## src/rtl/uart_rx_pkg.sv

```systemverilog
package uart_rx_pkg;

   typedef struct packed {
      logic       bi;
      logic       fe;
      logic       pe;
      logic [7:0] data;
   } rx_char_t;

   typedef enum logic [2:0] {
      ST_IDLE,
      ST_START,
      ST_DATA,
      ST_NINTH,
      ST_STOP,
      ST_BRK
   } rx_state_e;

   localparam int STAT_DR = 0;
   localparam int STAT_OE = 1;
   localparam int STAT_PE = 2;
   localparam int STAT_FE = 3;
   localparam int STAT_BI = 4;

endpackage

```

## src/rtl/uart_rx_sampler.sv

```systemverilog
module uart_rx_sampler
   import uart_rx_pkg::*;
#(
   parameter int DATA_BITS = 8,
   parameter int OSR       = 16,
   localparam int CW       = $clog2(OSR),
   localparam int IW       = $clog2(DATA_BITS)
) (
   input  logic     clk,
   input  logic     rst_n,
   input  logic     rxd,
   input  logic     baud_tick,
   input  logic     par_en,
   input  logic     par_odd,
   input  logic     multidrop,
   output logic     char_valid,
   output rx_char_t char_out
);

   localparam logic [CW-1:0] MID_CNT  = CW'(OSR / 2 - 1);
   localparam logic [CW-1:0] LAST_CNT = CW'(OSR - 1);

   if (DATA_BITS < 5 || DATA_BITS > 8) begin : g_bad_width
      $error("uart_rx_sampler: DATA_BITS must be 5..8");
   end
   if (OSR < 4 || (OSR & (OSR - 1)) != 0) begin : g_bad_osr
      $error("uart_rx_sampler: OSR must be a power of two >= 4");
   end

   logic [2:0]           sync_q;
   logic                 rx_s, rx_prev;
   rx_state_e            state_q;
   logic [CW-1:0]        os_q;
   logic [IW-1:0]        idx_q;
   logic [DATA_BITS-1:0] shreg_q;
   logic                 ninth_q;
   logic                 all_low_q;
   logic                 has9;
   logic                 at_mid, at_bit;
   rx_char_t             nxt_char;
   rx_char_t             char_q;
   logic                 valid_q;

   assign rx_s    = sync_q[1];
   assign rx_prev = sync_q[2];
   assign has9    = par_en | multidrop;
   assign at_mid  = baud_tick && (os_q == MID_CNT);
   assign at_bit  = baud_tick && (os_q == LAST_CNT);

   always_ff @(posedge clk or negedge rst_n) begin
      if (!rst_n) sync_q <= '1;
      else        sync_q <= {sync_q[1:0], rxd};
   end

   always_comb begin
      nxt_char = '0;
      nxt_char.data[DATA_BITS-1:0] = shreg_q;
      nxt_char.fe = ~rx_s;
      nxt_char.bi = all_low_q & ~rx_s;
      if (multidrop) nxt_char.pe = ninth_q;
      else           nxt_char.pe = par_en & ~nxt_char.bi & (^shreg_q ^ ninth_q ^ par_odd);
   end

   always_ff @(posedge clk or negedge rst_n) begin
      if (!rst_n) begin
         state_q   <= ST_IDLE;
         os_q      <= '0;
         idx_q     <= '0;
         shreg_q   <= '0;
         ninth_q   <= 1'b0;
         all_low_q <= 1'b0;
         char_q    <= '0;
         valid_q   <= 1'b0;
      end else begin
         valid_q <= 1'b0;
         case (state_q)
            ST_IDLE: begin
               if (rx_prev && !rx_s) begin
                  state_q <= ST_START;
                  os_q    <= '0;
               end
            end
            ST_START: begin
               if (at_mid) begin
                  os_q <= '0;
                  if (!rx_s) begin
                     state_q   <= ST_DATA;
                     idx_q     <= '0;
                     all_low_q <= 1'b1;
                  end else begin
                     state_q <= ST_IDLE;
                  end
               end else if (baud_tick) begin
                  os_q <= os_q + 1'b1;
               end
            end
            ST_DATA: begin
               if (at_bit) begin
                  os_q      <= '0;
                  shreg_q   <= {rx_s, shreg_q[DATA_BITS-1:1]};
                  all_low_q <= all_low_q & ~rx_s;
                  if (idx_q == IW'(DATA_BITS - 1)) state_q <= has9 ? ST_NINTH : ST_STOP;
                  else                             idx_q   <= idx_q + 1'b1;
               end else if (baud_tick) begin
                  os_q <= os_q + 1'b1;
               end
            end
            ST_NINTH: begin
               if (at_bit) begin
                  os_q      <= '0;
                  ninth_q   <= rx_s;
                  all_low_q <= all_low_q & ~rx_s;
                  state_q   <= ST_STOP;
               end else if (baud_tick) begin
                  os_q <= os_q + 1'b1;
               end
            end
            ST_STOP: begin
               if (at_bit) begin
                  os_q    <= '0;
                  valid_q <= 1'b1;
                  char_q  <= nxt_char;
                  state_q <= nxt_char.bi ? ST_BRK : ST_IDLE;
               end else if (baud_tick) begin
                  os_q <= os_q + 1'b1;
               end
            end
            ST_BRK: begin
               if (rx_s) state_q <= ST_IDLE;
            end
            default: state_q <= ST_IDLE;
         endcase
      end
   end

   assign char_valid = valid_q;
   assign char_out   = char_q;

   AST_VALID_PULSE: assert property (@(posedge clk) disable iff (!rst_n)
      valid_q |=> !valid_q);
   AST_BRK_NULL: assert property (@(posedge clk) disable iff (!rst_n)
      (valid_q && char_q.bi) |-> (char_q.data == 8'h00 && char_q.fe && !char_q.pe));
   AST_BRK_SILENT: assert property (@(posedge clk) disable iff (!rst_n)
      (state_q == ST_BRK && !rx_s) |=> !valid_q);

endmodule

```

## src/rtl/uart_rx_fifo.sv

```systemverilog
module uart_rx_fifo #(
   parameter int WIDTH = 11,
   parameter int DEPTH = 16,
   localparam int AW   = $clog2(DEPTH),
   localparam int LW   = AW + 1
) (
   input  logic             clk,
   input  logic             rst_n,
   input  logic             push,
   input  logic             pop,
   input  logic [WIDTH-1:0] wdata,
   output logic [WIDTH-1:0] rdata,
   output logic             empty,
   output logic             full,
   output logic [LW-1:0]    level
);

   if (DEPTH < 2 || (DEPTH & (DEPTH - 1)) != 0) begin : g_bad_depth
      $error("uart_rx_fifo: DEPTH must be a power of two >= 2");
   end

   logic [WIDTH-1:0] mem [DEPTH];
   logic [AW-1:0]    wr_q, rd_q;
   logic [LW-1:0]    cnt_q;
   logic             do_push, do_pop;

   assign empty   = (cnt_q == '0);
   assign full    = (cnt_q == LW'(DEPTH));
   assign do_pop  = pop && !empty;
   assign do_push = push && (!full || do_pop);
   assign rdata   = mem[rd_q];
   assign level   = cnt_q;

   always_ff @(posedge clk) begin
      if (do_push) mem[wr_q] <= wdata;
   end

   always_ff @(posedge clk or negedge rst_n) begin
      if (!rst_n) begin
         wr_q  <= '0;
         rd_q  <= '0;
         cnt_q <= '0;
      end else begin
         if (do_push) wr_q <= wr_q + 1'b1;
         if (do_pop)  rd_q <= rd_q + 1'b1;
         if (do_push && !do_pop)      cnt_q <= cnt_q + 1'b1;
         else if (do_pop && !do_push) cnt_q <= cnt_q - 1'b1;
      end
   end

   AST_NO_OVERFLOW: assert property (@(posedge clk) disable iff (!rst_n)
      (push && full) |-> pop);
   AST_POP_NONEMPTY: assert property (@(posedge clk) disable iff (!rst_n)
      pop |-> !empty);
   AST_LEVEL_BOUND: assert property (@(posedge clk) disable iff (!rst_n)
      cnt_q <= LW'(DEPTH));

endmodule

```

## src/rtl/uart_rx_lsr.sv

```systemverilog
module uart_rx_lsr
   import uart_rx_pkg::*;
#(
   parameter int DATA_BITS  = 8,
   parameter int OSR        = 16,
   parameter int FIFO_DEPTH = 16
) (
   input  logic       clk,
   input  logic       rst_n,
   input  logic       rxd,
   input  logic       baud_tick,
   input  logic       fifo_en,
   input  logic       par_en,
   input  logic       par_odd,
   input  logic       multidrop,
   input  logic       rd_en,
   input  logic       rd_addr,
   output logic [7:0] rd_data,
   output logic       data_ready
);

   localparam int  FD       = (FIFO_DEPTH > 0) ? FIFO_DEPTH : 2;
   localparam int  LW       = $clog2(FD) + 1;
   localparam int  CHW      = $bits(rx_char_t);
   localparam bit  HAS_FIFO = (FIFO_DEPTH > 0);

   logic          ev_valid;
   rx_char_t      ev_char;
   logic          fifo_mode;
   logic          rbr_rd, lsr_rd;
   logic          fifo_push, fifo_pop;
   rx_char_t      f_head;
   logic          f_empty, f_full;
   logic [LW-1:0] f_level;
   rx_char_t      hold_q;
   logic          hold_v;
   rx_char_t      head;
   logic          head_valid;
   logic          head_chg;
   logic          clr_q;
   logic          ovr_q, ovr_set, ovr_clr;
   logic [7:0]    lsr_val, rbr_val;

   uart_rx_sampler #(
      .DATA_BITS(DATA_BITS),
      .OSR      (OSR)
   ) u_sampler (
      .clk       (clk),
      .rst_n     (rst_n),
      .rxd       (rxd),
      .baud_tick (baud_tick),
      .par_en    (par_en),
      .par_odd   (par_odd),
      .multidrop (multidrop),
      .char_valid(ev_valid),
      .char_out  (ev_char)
   );

   assign fifo_mode = fifo_en && HAS_FIFO;
   assign rbr_rd    = rd_en && !rd_addr;
   assign lsr_rd    = rd_en && rd_addr;
   assign fifo_pop  = fifo_mode && rbr_rd && !f_empty;
   assign fifo_push = fifo_mode && ev_valid && (!f_full || fifo_pop);

   if (HAS_FIFO) begin : g_fifo
      uart_rx_fifo #(
         .WIDTH(CHW),
         .DEPTH(FD)
      ) u_fifo (
         .clk  (clk),
         .rst_n(rst_n),
         .push (fifo_push),
         .pop  (fifo_pop),
         .wdata(ev_char),
         .rdata(f_head),
         .empty(f_empty),
         .full (f_full),
         .level(f_level)
      );
   end else begin : g_nofifo
      assign f_head  = '0;
      assign f_empty = 1'b1;
      assign f_full  = 1'b0;
      assign f_level = '0;
   end

   // single holding register used when queueing is off
   always_ff @(posedge clk or negedge rst_n) begin
      if (!rst_n) begin
         hold_q <= '0;
         hold_v <= 1'b0;
      end else if (!fifo_mode) begin
         if (ev_valid) begin
            hold_q <= ev_char;
            hold_v <= 1'b1;
         end else if (rbr_rd) begin
            hold_v <= 1'b0;
         end
      end
   end

   assign head       = fifo_mode ? f_head : hold_q;
   assign head_valid = fifo_mode ? !f_empty : hold_v;
   assign head_chg   = fifo_pop || (fifo_push && f_empty) ||
                       (!fifo_mode && (ev_valid || (rbr_rd && hold_v)));

   // status-read clear applies to the current head only
   always_ff @(posedge clk or negedge rst_n) begin
      if (!rst_n)        clr_q <= 1'b0;
      else if (head_chg) clr_q <= 1'b0;
      else if (lsr_rd)   clr_q <= 1'b1;
   end

   assign ovr_set = ev_valid && (fifo_mode ? (f_full && !fifo_pop) : (hold_v && !rbr_rd));
   assign ovr_clr = fifo_mode ? (fifo_pop && (f_level == LW'(1)) && !fifo_push) : rbr_rd;

   always_ff @(posedge clk or negedge rst_n) begin
      if (!rst_n)       ovr_q <= 1'b0;
      else if (ovr_set) ovr_q <= 1'b1;
      else if (ovr_clr) ovr_q <= 1'b0;
   end

   always_comb begin
      lsr_val          = '0;
      lsr_val[STAT_DR] = head_valid;
      lsr_val[STAT_OE] = ovr_q;
      lsr_val[STAT_PE] = head_valid && head.pe && !clr_q;
      lsr_val[STAT_FE] = head_valid && head.fe && !clr_q;
      lsr_val[STAT_BI] = head_valid && head.bi && !clr_q;
      rbr_val          = head_valid ? head.data : 8'h00;
   end

   assign rd_data    = rd_addr ? lsr_val : rbr_val;
   assign data_ready = head_valid;

   AST_DR_AFTER_STORE: assert property (@(posedge clk) disable iff (!rst_n)
      ev_valid |=> data_ready);
   AST_LSR_CLEARS: assert property (@(posedge clk) disable iff (!rst_n)
      (lsr_rd && !head_chg) |=> (lsr_val[STAT_BI:STAT_PE] == 3'b000));
   AST_OVR_CAUSE: assert property (@(posedge clk) disable iff (!rst_n)
      $rose(ovr_q) |-> $past(ev_valid));
   AST_UPPER_ZERO: assert property (@(posedge clk) disable iff (!rst_n)
      rd_addr |-> (rd_data[7:5] == 3'b000));

endmodule

```

## config.mk

```make
export PLATFORM = sky130hd
export DESIGN_NAME = uart_rx_lsr
export DESIGN_NICKNAME = d
export VERILOG_FILES = /design/src/rtl/uart_rx_pkg.sv /design/src/rtl/uart_rx_sampler.sv /design/src/rtl/uart_rx_fifo.sv /design/src/rtl/uart_rx_lsr.sv
export SDC_FILE = /design/constraint.sdc
export NUM_CORES = 1
export LEC_CHECK = 0
export BUFFER_PORTS_ARGS = -buffer_cell sky130_fd_sc_hd__clkbuf_2
export CORE_ASPECT_RATIO = 0.7
export CORE_MARGIN = 5
export CORE_UTILIZATION = 35
export CTS_CLUSTER_DIAMETER = 200
export DETAILED_ROUTE_END_ITERATION = 16
export GPL_TIMING_DRIVEN = 0
export PLACE_DENSITY = 0.6
export SLEW_MARGIN = 30
export SYNTH_ARGS = -nofsm -noshare
export SYNTH_HDL_FRONTEND = slang
export SYNTH_SLANG_ARGS = --single-unit
export TNS_END_PERCENT = 30
```

## constraint.sdc

```tcl
create_clock -name clk -period 4.6 [get_ports clk]
set_input_delay 0.23 -clock clk [delete_from_list [all_inputs] [get_ports clk]]
set_output_delay 0.23 -clock clk [all_outputs]
set_load 0.05 [all_outputs]
```

==> results.cfg <==
[routing]
drt_pass1_iterations = 6
drc = 0
wirelength_um = 21800
vias = 5262
routedWlPerCell_um = 21.6
dr.first_iter.drc_count = 449
ant_nets = 0
routed_via_density = 5.22

[timing]
min_period_over_period = 0.730
max_freq_mhz = 298
final_hold_viol_count = 0
finalMaxSlewViolations = 0
layout_min_cycle_time_ps = 3360
tns_ps = 0
relSlewSlack = 0.409
rsz0062_at_grt = false
setup_viol = 0
finalClockSkew_ps = 11.4
worst-slew-pin-transition_ps = 887

[clock_network]
cts_inserted_buffers = 22
insertion_delay_ps = 500
cts.sinks = 238
clk_pin_slew_ps = 70
cts_tree = yes
max-clock-path-buffers = 3
htreeDepth = 1
cts-root-buf = clkbuf_16

[floorplan]
row_count = 51
start_util = 0.357
die_area_mm2 = 0.0321
coreArea_mm2 = 0.0280
die_w_um = 212
die_y_um = 152
io_pins = 19

[global_routing]
overflow = 0
grtUsageTotal = 0.136
grt_pass1_wl_um = 32900
grt_max_degree = 48
grt_pass1_vias = 5330
antenna_found_initial = 0

[synth]
synth_edf_count = 176
ys_warn_count = 0
synth_nets = 591
synth_top_area_share = 0.528
yosysTopAreaCell = edfxtp_1
ys_top_cells_by_area = edfxtp_1 (53%), dfrtp_1 (15%), mux4_2 (8.1%)
ys_seq_area_frac = 0.683
avgSynthCellArea_um2 = 17.6
postSynth.asyncResetShare = 0.261
synth_area_mm2 = 0.0100
ys_seq_elements = 238
synth_cells = 568
yosys_most_used_dff = edfxtp_1
synth_cell_types = 54

[pwr]
p_int_mw = 4.05
ir_drop_uv = 216
clockPowerShare = 0.359
power_frac_comb = 0.198
switchingPower_mw = 1.46
p_sw_frac = 0.265
power.density_mw_per_mm2 = 480
seq_power_share = 0.443
p_leak_nw = 3.85

[final_layout]
diodes = 0
layout.nets = 644
utilization = 0.410
fillers = 2466
seqCellArea_mm2 = 0.00684
layout-drive-gt1-share = 0.239
multiInputGateArea_mm2 = 0.00299
area_growth_pct = 14.7
final_cell_mix = edfxtp_1 (176), dfrtp_1 (59), mux4_2 (36)
layout_commonest_cell = edfxtp_1

[worst_setup_path]
worstPathCellList = buf_2 -> clkbuf_1 -> mux4_1 -> mux4_2 -> mux2i_1 -> nor2_1 -> clkbuf_2
crit_type = reg -> out
start_kind = flip-flop
critPathArrivalTime_ps = 3130
crit_required_ps = 4370
path_delay_family = multiplexers
cp.buffers_inverters = 3
slowest_stage = clkbuf_1
cpPeakStageDelay_ps = 570
cp_max_fo = 10
crit_path_end_kind = output port

[place]
routabilityCongestion = 0.836
dp_hpwl_um = 14900
io_buffers = 18

[worst_hold_path]
hold_class = in -> reg

[job]
maxCapViolCount = 0

[status]
outcome = completed
==> sequential cells by signal (all words and copies together), names as in the netlist, 4 cells and up <==
| register | cells |
|---|---|
| g_fifo.u_fifo.mem | 176 |
| hold_q | 11 |
| u_sampler.char_out | 11 |
| u_sampler.shreg_q | 8 |
| g_fifo.u_fifo.level | 5 |
| g_fifo.u_fifo.rd_q | 4 |
| g_fifo.u_fifo.wr_q | 4 |
| u_sampler.os_q | 4 |
==> metal layers <==
metal,global-route usage,part of all wire,vias up
met2,0.210,0.46,153
met5,0,0,-
met3,0.0270,0.061,22
li1,-,-,2339
met1,0.203,0.47,2748
met4,0.0241,0.016,0
==> worst reg2reg max path: stages (launching register included) <==
cell and delay, ps:
dfrtp_1 460, inv_1 90, ha_1 240, nand4_1 120, and3_1 210, buf_2 240, nor3b_1 460, and2_1 760
==> logic make-up (layout without fill, tap and decap cells) <==
logic type      count (synthesis)  count (layout)  share of synthesized area
buf+inv                        39             108                     0.0204
fa+ha+maj                      13              13                     0.0162
mux                            93              93                      0.168
simple gates                  104             104                     0.0549
compound gates                 59              59                     0.0369
xor+xnor                       22              22                     0.0206
flops                         238             238                      0.683
==> through the flow <==
| step | worst slack (ps) | instance area, um^2 | total power [mW] | hold slack, ps | cells |
|---|---|---|---|---|---|
| after global placement | 658 | 10600 | 3.54 | 320 | 957 |
| after CTS | 1180 | 11500 | 5.56 | 61.5 | 1008 |
| final | 1240 | 11500 | 5.52 | 75.2 | 1008 |
| after global routing | 1080 | 11500 | 5.75 | 120 | 1008 |
| after detailed placement | 1730 | 10700 | 3.58 | 143 | 966 |
| after floorplan | 2040 | 10000 | 3.29 | -65.6 | 568 |
==> area by class of cell <==
cell class	instances	share of cell area
sequential	238	0.596
multi-input combinational	291	0.260
clock buffer	27	0.0523
tap	371	0.0404
timing repair buffer	29	0.0174
clock inverter	13	0.0163
buffer	26	0.0135
inverter	13	0.00425
==> power by group through the flow <==
stage	combinational (mW)	sequential, mW	clock (mW)
6_report	1.09	2.45	1.98
3_5_place_dp	1.09	2.49	0
2_1_floorplan	0.826	2.46	0
5_1_grt	1.18	2.46	2.11
4_1_cts	1.10	2.44	2.02
3_3_place_gp	1.05	2.48	0
==> Yosys cell counts (6+ instances only) <==
library cell / count
and2_1: 13
o21ai_0: 23
inv_1: 13
nor3b_1: 6
nand2_1: 32
mux2_2: 32
nor2_1: 13
mux2i_1: 9
mux4_1: 16
edfxtp_1: 176
xnor2_1: 15
a21oi_1: 13
dfrtp_1: 59
ha_1: 13
mux4_2: 36
clkbuf_1: 11
nand4_1: 7
xor2_1: 6
==> final timing paths <==
check | startpoint | to | slack [ps] | cells after the start
min in group asynchronous | rst_n | clr_q$_DFFE_PN0P_ | 170 | 2
max in group asynchronous | rst_n | u_sampler.sync_q[1]$_DFF_PN1_ | 3850 | 3
setup / recovery | g_fifo.u_fifo.rd_q[1]$_DFFE_PN0P_ | rd_data[6] | 1240 | 7
hold reg to reg | u_sampler.sync_q[0]$_DFF_PN1_ | u_sampler.sync_q[1]$_DFF_PN1_ | 360 | 0
hold / removal | multidrop | u_sampler.char_out[8]$_DFFE_PN0P_ | 80 | 3
setup reg to reg | g_fifo.u_fifo.level[0]$_DFFE_PN0P_ | g_fifo.u_fifo.mem[3][5]$_DFFE_PP_ | 1640 | 7
==> repair_timing <==
action	4_1_cts	5_1_grt
endpoints found under the hold margin	60	0
setup endpoints to repair	0	0
setup buffers	0	0
hold buffers	2	0
gates resized for setup	0	0
No activity file was read; power rests on OpenSTA's default activity.
